==> config.mk <==
export PLATFORM = sky130hd
export DESIGN_NAME = key_store_top
export DESIGN_NICKNAME = d
export VERILOG_FILES = /design/src/rtl/key_store_pkg.sv /design/src/rtl/key_store_dp.sv /design/src/rtl/key_store_ctrl.sv /design/src/rtl/key_store_top.sv
export SDC_FILE = /design/constraint.sdc
export NUM_CORES = 1
export LEC_CHECK = 0
export BUFFER_PORTS_ARGS = -buffer_cell sky130_fd_sc_hd__buf_4
export CORE_MARGIN = 5
export CORE_UTILIZATION = 35
export DETAILED_ROUTE_END_ITERATION = 6
export GPL_ROUTABILITY_DRIVEN = 0
export REMOVE_ABC_BUFFERS = 1
export SLEW_MARGIN = 20
export SYNTH_ARGS = -nofsm -noshare
export SYNTH_HDL_FRONTEND = slang
export SYNTH_SLANG_ARGS = --single-unit
==> constraint.sdc <==
create_clock -name clk -period 3.1 [get_ports clk]
set_clock_uncertainty 0.1 [all_clocks]
set_input_delay 0.155 -clock clk [delete_from_list [all_inputs] [get_ports clk]]
set_output_delay 0.155 -clock clk [all_outputs]
set_load 0.05 [all_outputs]
==> src/rtl/key_store_pkg.sv <==
package key_store_pkg;

  localparam int ROW_BITS  = 3;
  localparam int DATA_BITS = 8;

  typedef enum logic [1:0] {
    MODE_KEYS   = 2'd0,
    MODE_STROBE = 2'd1,
    MODE_SENSOR = 2'd2,
    MODE_SPARE  = 2'd3
  } storeMode_t;

  // strobes from control to datapath
  typedef struct packed {
    logic                memWe;
    logic [ROW_BITS-1:0] wrRow;
    logic                selRet;
    logic [ROW_BITS-1:0] rdRow;
  } ctrlStrobes_t;

endpackage

==> src/rtl/key_store_dp.sv <==
module key_store_dp
  import key_store_pkg::*;
#(
  parameter int WIDTH = DATA_BITS
) (
  input  logic                clk,
  input  logic                rst_n,
  input  ctrlStrobes_t        strobes,
  input  logic [WIDTH-1:0]    keyCode,
  input  logic [WIDTH-1:0]    retLines,
  input  logic [ROW_BITS-1:0] scanRow,
  output logic [WIDTH-1:0]    rdData,
  output logic                rowChanged
);

  localparam int ROWS = 1 << ROW_BITS;

  logic [WIDTH-1:0] rowMem [ROWS];
  logic [WIDTH-1:0] wrData;

  assign wrData = strobes.selRet ? retLines : keyCode;

  for (genvar r = 0; r < ROWS; r++) begin : g_row
    always_ff @(posedge clk) begin
      if (!rst_n) begin
        rowMem[r] <= '0;
      end else if (strobes.memWe && (strobes.wrRow == ROW_BITS'(r))) begin
        rowMem[r] <= wrData;
      end
    end
  end

  assign rdData     = rowMem[strobes.rdRow];
  assign rowChanged = (rowMem[scanRow] != retLines);

endmodule

==> src/rtl/key_store_ctrl.sv <==
module key_store_ctrl
  import key_store_pkg::*;
#(
  parameter int DEPTH = 1 << ROW_BITS
) (
  input  logic                clk,
  input  logic                rst_n,
  input  storeMode_t          mode,
  input  logic                keyValid,
  input  logic                strobeN,
  input  logic                rowValid,
  input  logic [ROW_BITS-1:0] scanRow,
  input  logic                rdEn,
  input  logic [ROW_BITS-1:0] rdAddr,
  input  logic                errSet,
  input  logic                clrStatus,
  input  logic                clrSensorIrq,
  input  logic                rowChanged,
  output ctrlStrobes_t        strobes,
  output logic [ROW_BITS:0]   count,
  output logic                full,
  output logic                overrun,
  output logic                errFlag,
  output logic                irq
);

  localparam int CNT_W = ROW_BITS + 1;
  localparam logic [CNT_W-1:0] DEPTH_C = CNT_W'(DEPTH);

  storeMode_t          modeQ;
  logic                strobeQ;
  logic [ROW_BITS-1:0] wrPtr;
  logic [ROW_BITS-1:0] rdPtr;

  logic modeChg, isSensor, isStrobe, strobeFall;
  logic pushReq, pushOk, popOk, dropped, sensorWr;

  always_comb begin
    modeChg    = (mode != modeQ);
    isSensor   = (mode == MODE_SENSOR);
    isStrobe   = (mode == MODE_STROBE);
    strobeFall = strobeQ && !strobeN;
    pushReq    = !isSensor && (isStrobe ? strobeFall : keyValid);
    popOk      = !isSensor && !modeChg && rdEn && (count != '0);
    pushOk     = pushReq && !modeChg && !errFlag && ((count < DEPTH_C) || popOk);
    dropped    = pushReq && !modeChg && !errFlag && !pushOk;
    sensorWr   = isSensor && !modeChg && rowValid;

    strobes.memWe  = pushOk || sensorWr;
    strobes.wrRow  = isSensor ? scanRow : wrPtr;
    strobes.selRet = isSensor || isStrobe;
    strobes.rdRow  = isSensor ? rdAddr : rdPtr;
  end

  always_ff @(posedge clk) begin
    if (!rst_n) begin
      modeQ   <= MODE_KEYS;
      strobeQ <= 1'b1;
      wrPtr   <= '0;
      rdPtr   <= '0;
      count   <= '0;
      overrun <= 1'b0;
      errFlag <= 1'b0;
      irq     <= 1'b0;
    end else begin
      modeQ   <= mode;
      strobeQ <= strobeN;
      if (modeChg) begin
        wrPtr   <= '0;
        rdPtr   <= '0;
        count   <= '0;
        overrun <= 1'b0;
        errFlag <= 1'b0;
        irq     <= 1'b0;
      end else begin
        if (pushOk) wrPtr <= wrPtr + ROW_BITS'(1);
        if (popOk)  rdPtr <= rdPtr + ROW_BITS'(1);
        count <= count + CNT_W'(pushOk) - CNT_W'(popOk);

        if (dropped)        overrun <= 1'b1;
        else if (clrStatus) overrun <= 1'b0;

        if (errSet)         errFlag <= 1'b1;
        else if (clrStatus) errFlag <= 1'b0;

        if (isSensor) begin
          if (sensorWr && rowChanged) irq <= 1'b1;
          else if (clrSensorIrq)      irq <= 1'b0;
        end else begin
          irq <= popOk ? 1'b0 : (count != '0);
        end
      end
    end
  end

  assign full = (count == DEPTH_C);

endmodule

==> src/rtl/key_store_top.sv <==
module key_store_top
  import key_store_pkg::*;
#(
  parameter int WIDTH = DATA_BITS
) (
  input  logic                clk,
  input  logic                rst_n,
  input  logic [1:0]          mode,
  input  logic                keyValid,
  input  logic [WIDTH-1:0]    keyCode,
  input  logic                strobeN,
  input  logic [WIDTH-1:0]    retLines,
  input  logic                rowValid,
  input  logic [ROW_BITS-1:0] scanRow,
  input  logic                rdEn,
  input  logic [ROW_BITS-1:0] rdAddr,
  input  logic                errSet,
  input  logic                clrStatus,
  input  logic                clrSensorIrq,
  output logic [WIDTH-1:0]    rdData,
  output logic [ROW_BITS:0]   count,
  output logic                full,
  output logic                overrun,
  output logic                errFlag,
  output logic                irq
);

  localparam int DEPTH = 1 << ROW_BITS;

  ctrlStrobes_t strobes;
  logic         rowChanged;
  storeMode_t   modeSel;

  assign modeSel = storeMode_t'(mode);

  key_store_ctrl #(.DEPTH(DEPTH)) u_ctrl (
    .clk(clk), .rst_n(rst_n), .mode(modeSel), .keyValid(keyValid),
    .strobeN(strobeN), .rowValid(rowValid), .scanRow(scanRow),
    .rdEn(rdEn), .rdAddr(rdAddr), .errSet(errSet), .clrStatus(clrStatus),
    .clrSensorIrq(clrSensorIrq), .rowChanged(rowChanged), .strobes(strobes),
    .count(count), .full(full), .overrun(overrun), .errFlag(errFlag), .irq(irq)
  );

  key_store_dp #(.WIDTH(WIDTH)) u_dp (
    .clk(clk), .rst_n(rst_n), .strobes(strobes), .keyCode(keyCode),
    .retLines(retLines), .scanRow(scanRow), .rdData(rdData),
    .rowChanged(rowChanged)
  );

endmodule

Word-level counts from Yosys, hierarchy flattened
Memories as Yosys holds them, arrays and structs flattened.
Index checks and enable logic that the tools add are counted.
{"block": "word_totals", "regBits": 16, "ramBits": 64, "in_bits": 33, "output_inout_bits": 16, "wordCells": 113, "n_memories": 1}
{"name": "u_dp.rowMem", "words": 8, "width": 8, "rd": 2, "rd_clocked_by_memory_dff": 0, "wr": 8, "line_no": "key_store_dp.sv:18", "rtl": "logic [WIDTH-1:0] rowMem [ROWS];"}
{"block": "op_classes", "add_sub_neg": 4, "n_lt_le_gt_ge": 1, "n_eq_ne": 13, "mux": 44, "n_bitwise": 9, "reduce_logical": 33}
{"cell": "2-to-1 mux 8 bit", "count": 9}
{"cell": "2-to-1 mux 1 bit", "count": 33}
{"cell": "logical AND 1 bit", "count": 20}
{"cell": "== test 3 bit, second input constant", "count": 4}
{"cell": "!= test 8 bit", "count": 1}
{"cell": "OR 1 bit", "count": 8}
{"cell": "adder 3 x 1 -> 3 bit, second input constant", "count": 2}
{"cell": "== test 3 x 2 -> 1 bit, second input constant", "count": 2}
{"cell": "2-to-1 mux 3 bit", "count": 2}
{"cell": "zero test 1 bit", "count": 5}
{"cell": "adder 4 x 1 -> 4 bit", "count": 1}
{"cell": "== test 4 bit, second input constant", "count": 1}
{"cell": "less-than comparator 4 bit, second input constant", "count": 1}
{"cell": "nonzero test 2 bit", "count": 2}
{"cell": "nonzero test 4 bit", "count": 1}
{"cell": "subtractor 4 x 1 -> 4 bit", "count": 1}
{"cell": "== test 3 x 1 -> 1 bit, second input constant", "count": 1}
{"cell": "zero test 3 bit", "count": 1}
{"cell": "logical OR 1 bit", "count": 3}
{"cell": "!= test 3 bit, second input constant", "count": 1}
{"cell": "== test 2 x 1 -> 1 bit, second input constant", "count": 1}
{"cell": "== test 2 bit, second input constant", "count": 1}
{"cell": "!= test 2 bit", "count": 1}
{"cell": "OR reduction 2 bit", "count": 1}
{"cell": "inverter 1 bit", "count": 1}

Longest topological paths before layout
Gate-level depths: netlist of the first run.
{"block": "logic_depth", "depth_word": 13, "ltp_mapped": 11, "ltp_nobuf": 11}

Modules after synthesis
From an unflattened synthesis of the first run, not the netlist that was laid out.
{"block": "unflattened", "hier_cells": 359, "hier_area_um2": 4446.8}
{"mod": "key_store_dp", "instances": 1, "cells_each": 250, "area_each_um2": 3495.9, "seq_area_each_um2": 1921.8}
{"mod": "key_store_ctrl", "instances": 1, "cells_each": 109, "area_each_um2": 950.9, "seq_area_each_um2": 320.3}

Worst setup path before layout of the first run
OpenSTA, ideal clock, no wires.
{"block": "synth_path", "path_kind": "register -> register", "startpoint": "register u_ctrl.count[2]", "endpoint": "register u_ctrl.count[2]", "arrival_ps": 2694, "t_required_ps": 2872, "setup_slack_ps": 178, "stages_incl_launch_ff": 12, "n_path_buf": 0, "cell_sequence": "dfxtp_1 -> inv_1 -> ha_1 -> nor3b_1 -> nor4b_2 -> ha_1 -> inv_1 -> ha_1 -> inv_1 -> fa_1 -> xor2_1 -> nor2_1"}
{"block": "synth_via", "elab_chain_len": 6}
{"element": "from (decl)", "line_no": "key_store_ctrl.sv:20", "rtl": "output logic [ROW_BITS:0] count,"}
{"element": "from (signal assigned)", "line_no": "key_store_ctrl.sv:78", "rtl": "count <= count + CNT_W'(pushOk) - CNT_W'(popOk);"}
{"element": "nonzero test 4 bit (*)", "line_no": "key_store_ctrl.sv:44", "rtl": "popOk = !isSensor && !modeChg && rdEn && (count != '0);"}
{"element": "logical AND 1 bit (*)", "line_no": "key_store_ctrl.sv:44"}
{"element": "net u_ctrl.popOk", "line_no": "key_store_ctrl.sv:36", "rtl": "logic pushReq, pushOk, popOk, dropped, sensorWr;"}
{"element": "logical OR 1 bit", "line_no": "key_store_ctrl.sv:45", "rtl": "pushOk = pushReq && !modeChg && !errFlag && ((count < DEPTH_C) || popOk);"}
{"element": "logical AND 1 bit", "line_no": "key_store_ctrl.sv:45"}
{"element": "adder 4 x 1 -> 4 bit", "line_no": "key_store_ctrl.sv:78"}
{"element": "subtractor 4 x 1 -> 4 bit (*)", "line_no": "key_store_ctrl.sv:78"}
Mark *: on every way through the listed nets, which the timed path passes. The rest lies on a longest branch.
A chain may end at the register's enable or synchronous reset.

Worst setup path in the final report of the first run
{"block": "layout_path", "startpoint": "input mode[1]", "endpoint": "output rdData[5]"}
{"block": "layout_via", "elab_chain_len": 3}
{"element": "from (decl)", "line_no": "key_store_top.sv:8", "rtl": "input logic [1:0] mode,"}
{"element": "== test 2 bit", "line_no": "key_store_ctrl.sv:40", "rtl": "isSensor = (mode == MODE_SENSOR);"}
{"element": "2-to-1 mux 3 bit", "line_no": "key_store_ctrl.sv:52", "rtl": "strobes.rdRow = isSensor ? rdAddr : rdPtr;"}
{"element": "memory (8 x 8 bit)"}
{"element": "to (decl)", "line_no": "key_store_top.sv:20", "rtl": "output logic [WIDTH-1:0] rdData,"}
No other way between the ends.

==> impl_metrics.csv, run 1 <==
group,metric,value,unit
outcome,status,"finished clean",
hold_path,hold_end,"u_ctrl.irq",
sta,setup_ws,121.4,ps
clock_tree,htreeDepth,3,
drt,wire_per_inst,19.90,um
floorplanning,rows,41,
sta,finalSetupViolCount,0,
pwr,power_density,491.1,mW/mm^2
critical_path,crit_required,2840,ps
sta,fmax,335.7,MHz
floorplanning,fp.dieH,122.2,um
floorplanning,ios,49,
yosys,synth.area.mux_share,0.2327,
place,port_buffers,48,
yosys,netlist-cell-type-count,40,
clock_tree,clockRootBuffer,"clkbuf_16",
critical_path,ff2ff_setup_slack,580,ps
layout,n_antenna_cell,0,
yosys,synth-xor-area-share,0.03178,
floorplanning,die_x,122.2,um
pwr,power.switching,0.6595,mW
clock_tree,cts_tree,"done",
yosys,dominantRegCellSynth,"edfxtp_1",
layout,fill_cells,1169,
critical_path,cp_data_arrival_time,2720,ps
global_route,grtUsageTotal,0.1697,
sta,grt_setup_unrepaired,"no",
place,placed_cell_area,0.005017,sq mm
place,placed_cells,574,
pwr,power,2.632,mW
yosys,netlist_instances,354,
critical_path,critPathLaunch,"mode[1]",
drt,drc,0,
pwr,swShare,0.2506,
yosys,ys_ff_latch,80,
drt,avgViaCountPerCell,5.157,
yosys,synth_area,0.004409,sq mm
sta,min_period_over_period,0.9608,
layout,drive_gt1_frac,0.2874,
global_route,overflow,0,
place,dp_hpwl,8.017,mm
critical_path,cp-start-kind,"primary input",
global_route,grt_max_degree,25,
yosys,synthAdderAreaFrac,0.03292,
hold_path,hold_path_startpoint,"clrSensorIrq",
place,place_ws,486.8,ps
yosys,ys_warn_count,0,
floorplanning,coreArea,0.01247,sq mm
layout,syn2layout_area_growth,21.54,%
critical_path,path_max_fanout,16,
hold_path,hold_depth,4,
sta,max-slew-margin-rel,0.5050,
drt,routed_wl,11.80,mm
drt,vias,3058,
sta,hold_violations,0,
pwr,ir_drop,0.2678,mV
sta,tightest_slew,721.9,ps
pwr,pwr-share-comb,0.143,
yosys,synth.top_cell.area_share,0.4359,
global_route,grt_pass1_wl,18.84,mm
yosys,synth_area_leader_cell,"edfxtp_1",
hold_path,hold_class,"in -> reg",
drt,ant_nets,0,
yosys,synth-seq-area-share,0.5085,
pwr,pwr-share-seq,0.461,
yosys,synth_simple_gate_area_share,0.1158,
clock_tree,cts_setup_buffers,0,
clock_tree,cts.sinks,80,
drt,first_iter_violations,224,
yosys,syn_area_per_cell,12.46,sq um
clock_tree,clkTransAtPathRegs,50,ps
sta,min_period,2979,ps
floorplanning,fp.dieArea,0.01494,sq mm
critical_path,timing.rr.end,"u_ctrl.count[2]",
critical_path,r2r_start,"u_ctrl.count[3]",
flow_run,maxCapViolCount,0,
sta,final-max-slew-violation-count,0,
critical_path,cp-end-kind,"output port",
clock_tree,clkLatencyLatePin,330,ps
floorplanning,floorplan.initialDensity,0.3537,
pwr,clock_power_share,0.395,
clock_tree,numCtsBuffers,9,
yosys,async_reset_ff_frac,0,
pwr,internal_power,1.972,mW
layout,finalInstanceArea,0.005359,sq mm
layout,nNetsFinal,462,
layout,final_core_util,0.4299,
layout,final_cells,593,
drt,first_pass_iters,4,
critical_path,reg2reg_depth,11,
yosys,synth_top_family_by_area,"multiplexers",
global_route,grt_pass1_vias,3327,
clock_tree,clock_path_buffers,2,
yosys,synth-edff-count,64,
global_route,antenna_found_initial,0,
pwr,power.leakage,2.092,nW
yosys,synth_compound_area_frac,0.04909,
critical_path,critPathKind,"in -> out",
yosys,netlist_top_cells_area,"edfxtp_1 (44%), mux4_2 (13%), dfxtp_1 (7.3%)",
[layout by cell type, fill, tap and decap left out, drive strengths merged, types with 2 or more instances in the layout]
cell	count
nand2	22
nor3b	2
a21oi	7
nor4b	2
o22ai	3
xnor2	4
and3	2
dlygate4sd3	5
clkbuf	9
a221oi	2
buf	62
nor2b	2
ha	10
nand3b	2
mux2i	29
nand2b	4
nand3	2
mux4	26
a21o	2
inv	14
mux2	13
o21ai	10
and2	2
dfxtp	16
nor2	77
o32a	2
xor2	12
clkinv	3
o32ai	2
edfxtp	64
[per-stage QoR]
stage               TNS (ps)  hold WS (ps)
global placement           0         252.4
CTS                        0         42.83
detailed placement         0         260.8
floorplan             -78.61         128.0
global route               0         78.86
finish                     0         56.67
[layout make-up]
cell class / instances / area [sq um] / share of cell area
Sequential cell: 80 / 2242 / 0.4184
Multi-Input combinational cell: 246 / 2044 / 0.3815
Clock inverter: 5 / 60.06 / 0.01121
Clock buffer: 9 / 225.2 / 0.04203
Timing Repair Buffer: 67 / 519.2 / 0.09689
Inverter: 14 / 52.55 / 0.009806
Tap cell: 172 / 215.2 / 0.04016
[layer usage]
| layer | global-route usage | share of wire | vias up | wire [um] |
|---|---|---|---|---|
| met5 | 0 | 0 | - | 0 |
| met3 | 0.02396 | 0.064 | 9 | 758 |
| met4 | 0.05738 | 0.011 | 0 | 132 |
| met2 | 0.2971 | 0.53 | 89 | 6314 |
| li1 | - | - | 1438 | - |
| met1 | 0.2157 | 0.39 | 1522 | 4596 |
[worst max-delay path, stage by stage]
cell           delay (ps)
dlygate4sd3_1         530
buf_4                 130
ha_2                  280
buf_4                 250
mux2i_2               220
buf_4                 310
mux4_2                350
mux2_2                290
buf_4                 190
[logic make-up after synthesis]
logic type      after synthesis
mux                          68
xor+xnor                     16
fa+ha+maj                    11
buf+inv                      28
compound gates               32
flops                        80
simple gates                119
[power by group through the flow]
stage                     clock, mW  sequential, mW  combinational (mW)
after global placement            0            1.23               0.370
after detailed placement          0            1.24               0.374
after global routing           1.10            1.22               0.408
final                          1.04            1.21               0.377
after floorplan                   0            1.23               0.226
after CTS                      1.06            1.21               0.381
[flip-flops by register name (all words and copies together), names as in the netlist]
signal          flops
u_dp.rowMem        64
u_ctrl.count        4
u_ctrl.rdPtr        3
u_ctrl.wrPtr        3
u_ctrl.modeQ        2
u_ctrl.errFlag      1
u_ctrl.irq          1
u_ctrl.overrun      1
u_ctrl.strobeQ      1
[worst max path at each step]
| stage | end | slack [ps] | depth (start not counted) |
|---|---|---|---|
| floorplan | rdData[0] | -10 | 5 |
| global route | rdData[7] | 3 | 9 |
| detailed placement | rdData[5] | 490 | 8 |
| global placement | rdData[5] | 530 | 8 |
| CTS | rdData[5] | 20 | 8 |
| finish | rdData[5] | 120 | 9 |
[synthesized netlist by cell type (all sizes together) (2+ instances only)]
| master | n |
|---|---|
| a21o | 2 |
| a21oi | 7 |
| a221oi | 2 |
| and2 | 2 |
| and3 | 2 |
| buf | 10 |
| clkbuf | 4 |
| dfxtp | 16 |
| edfxtp | 64 |
| ha | 10 |
| inv | 14 |
| mux2 | 13 |
| mux2i | 29 |
| mux4 | 26 |
| nand2 | 22 |
| nand2b | 4 |
| nand3 | 2 |
| nand3b | 2 |
| nor2 | 77 |
| nor2b | 2 |
| nor3b | 2 |
| nor4b | 2 |
| o21ai | 10 |
| o22ai | 3 |
| o32a | 2 |
| o32ai | 2 |
| xnor2 | 4 |
| xor2 | 12 |
[repair_timing]
action	CTS	global route
hold buffers	5	0
gates resized for setup	0	2
endpoints found under the hold margin	4	0
endpoints found under the setup margin	0	8
(Power assumes the default switching activity.)
==> run 2, diff against run 1 <==
==> constraint.sdc (replaced) <==
create_clock -name clk -period 2.7 [get_ports clk]
set_clock_uncertainty 0.1 [all_clocks]
set_input_delay 0.135 -clock clk [delete_from_list [all_inputs] [get_ports clk]]
set_output_delay 0.135 -clock clk [all_outputs]
set_load 0.05 [all_outputs]
==> impl_metrics.csv, run 2 (synthesis gave the netlist of run 1 again) <==
group,metric,value,unit
critical_path,timing.rr.end,"u_dp.rowMem[7][5]",
floorplanning,die_x,122.2,um
clock_tree,cts_setup_buffers,0,
clock_tree,numCtsBuffers,9,
hold_path,hold_path_startpoint,"clrSensorIrq",
layout,regMostFlops,"u_dp.rowMem",
sta,min_period,2593,ps
critical_path,r2r_start,"u_ctrl.count[3]",
clock_tree,clkTransAtPathRegs,60,ps
pwr,swShare,0.2417,
layout,nNetsFinal,475,
critical_path,cp-start-kind,"primary input",
floorplanning,fp.dieH,122.2,um
pwr,power.leakage,2.170,nW
hold_path,hold_class,"in -> reg",
global_route,antenna_found_initial,0,
outcome,status,"finished clean",
critical_path,path_max_fanout,8,
pwr,ir_drop,0.2716,mV
layout,fill_cells,1162,
drt,avgViaCountPerCell,5.122,
sta,max-slew-margin-rel,0.5500,
place,port_buffers,48,
layout,n_antenna_cell,0,
pwr,power_density,569.9,mW/mm^2
place,placed_cells,587,
floorplanning,ios,49,
clock_tree,cts.sinks,80,
layout,largest_reg_flops,64,
floorplanning,coreArea,0.01247,sq mm
drt,first_pass_iters,4,
clock_tree,cts_tree,"done",
hold_path,hold_depth,4,
layout,final_cell_mix,"nor2_1 (77), buf_4 (74), edfxtp_1 (64)",
clock_tree,htreeDepth,3,
drt,drc,0,
critical_path,critPathKind,"in -> reg",
global_route,grt_max_degree,25,
drt,routed_wl,11.79,mm
sta,grt_setup_unrepaired,"no",
clock_tree,clkLatencyLatePin,330,ps
critical_path,cp_data_arrival_time,2670,ps
global_route,overflow,0,
critical_path,crit_required,2780,ps
sta,tightest_slew,656.3,ps
floorplanning,floorplan.initialDensity,0.3537,
pwr,clock_power_share,0.411,
layout,final_common_cell,"nor2_1",
sta,holdWs,26.97,ps
layout,final_cells,607,
sta,hold_violations,0,
flow_run,maxCapViolCount,0,
sta,min_period_over_period,0.9605,
layout,syn2layout_area_growth,24.74,%
layout,drive_gt1_frac,0.3057,
critical_path,ff2ff_setup_slack,240,ps
sta,finalSetupViolCount,0,
pwr,internal_power,2.377,mW
sta,fmax,385.6,MHz
hold_path,hold_end,"u_ctrl.irq",
floorplanning,fp.dieArea,0.01494,sq mm
critical_path,cp-end-kind,"register",
critical_path,reg2reg_depth,9,
clock_tree,clock_path_buffers,2,
drt,wire_per_inst,19.42,um
drt,ant_nets,0,
drt,vias,3109,
pwr,power.switching,0.7576,mW
global_route,grt_pass1_wl,18.22,mm
global_route,grtUsageTotal,0.1655,
layout,reg_top3,"u_dp.rowMem x64, u_ctrl.count x4",
clock_tree,clockRootBuffer,"clkbuf_16",
drt,first_iter_violations,293,
pwr,pwr-share-comb,0.144,
global_route,grt_pass1_vias,3261,
pwr,pwr-share-seq,0.445,
sta,setup-tns-final,0,ps
floorplanning,rows,41,
sta,final-max-slew-violation-count,0,
place,dp_hpwl,7.995,mm
## run 2: power by group through the flow
| stage | clock network, mW | registers (mW) | logic [mW] |
|---|---|---|---|
| 2_1_floorplan | 0 | 1.41 | 0.260 |
| 3_3_place_gp | 0 | 1.42 | 0.444 |
| 3_5_place_dp | 0 | 1.42 | 0.446 |
| 4_1_cts | 1.31 | 1.39 | 0.454 |
| 5_1_grt | 1.37 | 1.40 | 0.485 |
| 6_report | 1.29 | 1.39 | 0.452 |
## run 2: repair_timing
action / in CTS / in global routing
hold endpoints to repair: 4 / 0
hold buffers: 5 / 0
resized for setup: 0 / 2
setup endpoints to repair: 0 / 27
## run 2: critical path: stages
cell	delay (ps)
dlygate4sd3_1	530
buf_4	130
nand3b_1	190
a2111oi_4	410
nand3b_1	170
buf_4	190
a21oi_1	290
nand2_1	390
nor2_1	220
## run 2: stage by stage
stage          total power [mW]    util  setup WS, ps  instance area [sq um]
6_report                  3.134  0.4412         106.6                   5500
5_1_grt                   3.249  0.4412         4.764                   5500
3_5_place_dp              1.865  0.4113         194.8                   5127
3_3_place_gp              1.860  0.4113         264.4                   5127
4_1_cts                   3.158  0.4402         89.73                   5488
2_1_floorplan             1.674       -        -369.8                   4333
## run 2: worst max path at each step
| stage | start | end | depth (start not counted) |
|---|---|---|---|
| global placement | mode[1] | u_dp.rowMem[6][6] | 11 |
| global route | strobeN | u_dp.rowMem[5][6] | 9 |
| floorplan | mode[0] | rdData[0] | 5 |
| finish | strobeN | u_dp.rowMem[7][5] | 9 |
| CTS | strobeN | u_dp.rowMem[7][5] | 9 |
| detailed placement | mode[1] | u_dp.rowMem[6][6] | 11 |
## run 2: cell type report
cell class / instances / area [sq um] / area share
multi-input cells: 246 / 2054 / 0.3735
clock buffers: 10 / 229.0 / 0.04163
clock inverters: 5 / 81.33 / 0.01479
inverters: 14 / 52.55 / 0.009554
well taps: 172 / 215.2 / 0.03913
flip-flops and latches: 80 / 2242 / 0.4076
repair buffers: 80 / 625.6 / 0.1137
## run 2: routing by layer
layer | part of all wire | global-route usage | up-vias
met5 | 0 | 0 | -
met4 | 0.015 | 0.05318 | 0
met3 | 0.052 | 0.02627 | 11
met2 | 0.52 | 0.2831 | 76
met1 | 0.41 | 0.2155 | 1562
li1 | - | - | 1460
==> run 3, diff against run 2 <==
--- a/config.mk
+++ b/config.mk
@@ -6,6 +6,7 @@
 export NUM_CORES = 1
 export LEC_CHECK = 0
 export BUFFER_PORTS_ARGS = -buffer_cell sky130_fd_sc_hd__buf_4
+export CORE_ASPECT_RATIO = 0.75
 export CORE_MARGIN = 5
 export CORE_UTILIZATION = 35
 export DETAILED_ROUTE_END_ITERATION = 6
==> impl_metrics.csv, run 3 (synthesis gave the netlist of run 1 again) <==
group,metric,value,unit
drt,ant_nets,0,
sta,min_period,2613,ps
critical_path,cp-start-kind,"primary input",
layout,n_antenna_cell,0,
sta,final-max-slew-violation-count,0,
layout,syn2layout_area_growth,23.10,%
critical_path,cp-end-kind,"register",
sta,setup_ws,86.72,ps
place,place_ws,123.2,ps
hold_path,hold_class,"in -> reg",
drt,drc,0,
pwr,clock_power_share,0.400,
sta,holdWs,14.00,ps
sta,max-slew-margin-rel,0.5449,
clock_tree,numCtsBuffers,9,
critical_path,path_max_fanout,8,
clock_tree,clkLatencyLatePin,340,ps
pwr,swShare,0.2558,
clock_tree,clkTransAtPathRegs,60,ps
global_route,grt_pass1_vias,3227,
clock_tree,cts_setup_buffers,0,
global_route,grt_pass1_wl,18.37,mm
drt,routed_wl,11.60,mm
flow_run,maxCapViolCount,0,
layout,largest_reg_flops,64,
clock_tree,cts_tree,"done",
global_route,antenna_found_initial,0,
sta,finalSetupViolCount,0,
pwr,power.leakage,2.144,nW
outcome,status,"finished clean",
pwr,power.switching,0.7865,mW
floorplanning,fp.dieH,107.2,um
drt,wire_per_inst,19.44,um
pwr,pwr-share-seq,0.454,
global_route,overflow,0,
pwr,power_density,566.5,mW/mm^2
floorplanning,die_x,139.6,um
hold_path,hold_depth,4,
floorplanning,fp.dieArea,0.01497,sq mm
drt,avgViaCountPerCell,5.211,
drt,first_iter_violations,285,
layout,final_cell_mix,"nor2_1 (77), buf_4 (69), edfxtp_1 (64)",
floorplanning,coreArea,0.01231,sq mm
sta,hold_violations,0,
floorplanning,rows,35,
global_route,grt_max_degree,25,
layout,final_common_cell,"nor2_1",
pwr,pwr-share-comb,0.146,
layout,fill_cells,1116,
clock_tree,htreeDepth,3,
sta,grt_setup_unrepaired,"yes",
sta,fmax,382.7,MHz
sta,min_period_over_period,0.9679,
clock_tree,clockRootBuffer,"clkbuf_16",
pwr,internal_power,2.288,mW
layout,nNetsFinal,470,
pwr,ir_drop,0.3240,mV
drt,first_pass_iters,5,
critical_path,crit_required,2780,ps
sta,tightest_slew,663.7,ps
layout,drive_gt1_frac,0.3016,
clock_tree,clock_path_buffers,2,
critical_path,critPathKind,"in -> reg",
place,port_buffers,48,
global_route,grtUsageTotal,0.1619,
floorplanning,ios,49,
critical_path,cp_data_arrival_time,2700,ps
clock_tree,cts.sinks,80,
drt,vias,3111,
layout,finalInstanceArea,0.005428,sq mm
layout,regMostFlops,"u_dp.rowMem",
critical_path,reg2reg_depth,10,
place,placed_cell_area,0.005082,sq mm
layout,reg_top3,"u_dp.rowMem x64, u_ctrl.count x4",
place,dp_hpwl,8.283,mm
floorplanning,floorplan.initialDensity,0.3583,
run 3: cell count changes in the layout (fill, tap and decap cells not counted), sizes merged:
cell    previous run  this run
buf               75        70
bufinv             2         1
clkbuf            10         9
clkinv             1         3
inv               15        16
run 3: worst max-delay path: stages:
cell           delay, ps
dlygate4sd3_1        530
buf_4                130
nand3b_1             160
a2111oi_2            490
nand3b_1             180
buf_4                200
a21oi_1              300
nand2_1              360
nor2_1               200
run 3: per-stage QoR:
stage / total power, mW / setup TNS (ps) / cells / util
2_1_floorplan: 1.674 / -12920 / 340 / -
3_3_place_gp: 1.859 / 0 / 576 / 0.4130
3_5_place_dp: 1.866 / 0 / 576 / 0.4130
4_1_cts: 3.095 / 0 / 597 / 0.4411
5_1_grt: 3.189 / -0.1772 / 597 / 0.4411
6_report: 3.075 / 0 / 597 / 0.4411
run 3: metal layers:
metal  track usage  routed length, um  up-vias
met5             0                  0        -
met4       0.04426                149        0
met3       0.05261                823       11
met2        0.2576               5570       96
met1        0.2140               5060     1554
li1              -                  -     1450
run 3: area by class of cell:
type / instances / area, sq um / area share
Tap cell: 166 / 207.7 / 0.03827
Clock inverter: 7 / 70.07 / 0.01291
Inverter: 14 / 52.55 / 0.009682
Sequential cell: 80 / 2242 / 0.4131
Timing Repair Buffer: 75 / 588.1 / 0.1083
Clock buffer: 9 / 225.2 / 0.04149
Multi-Input combinational cell: 246 / 2042 / 0.3762
run 3: path summary, 6_finish.rpt:
check / start / to / slack, ps
min reg2reg: u_ctrl.rdPtr[2] / u_ctrl.rdPtr[2] / 430
max: strobeN / u_dp.rowMem[6][7] / 90
max reg2reg: u_ctrl.modeQ[1] / u_ctrl.count[2] / 230
min: clrSensorIrq / u_ctrl.irq / 10
run 3: power groups by stage:
stage | Clock [mW] | Combinational, mW | Sequential [mW]
3_5_place_dp | 0 | 0.444 | 1.42
2_1_floorplan | 0 | 0.260 | 1.41
3_3_place_gp | 0 | 0.439 | 1.42
4_1_cts | 1.25 | 0.451 | 1.40
5_1_grt | 1.31 | 0.482 | 1.40
6_report | 1.23 | 0.449 | 1.40
run 3: what timing repair did:
item                                    CTS  global route
endpoints found under the setup margin    0            17
resized for setup                         0             2
endpoints found under the hold margin     4             0
hold buffers                              5             0
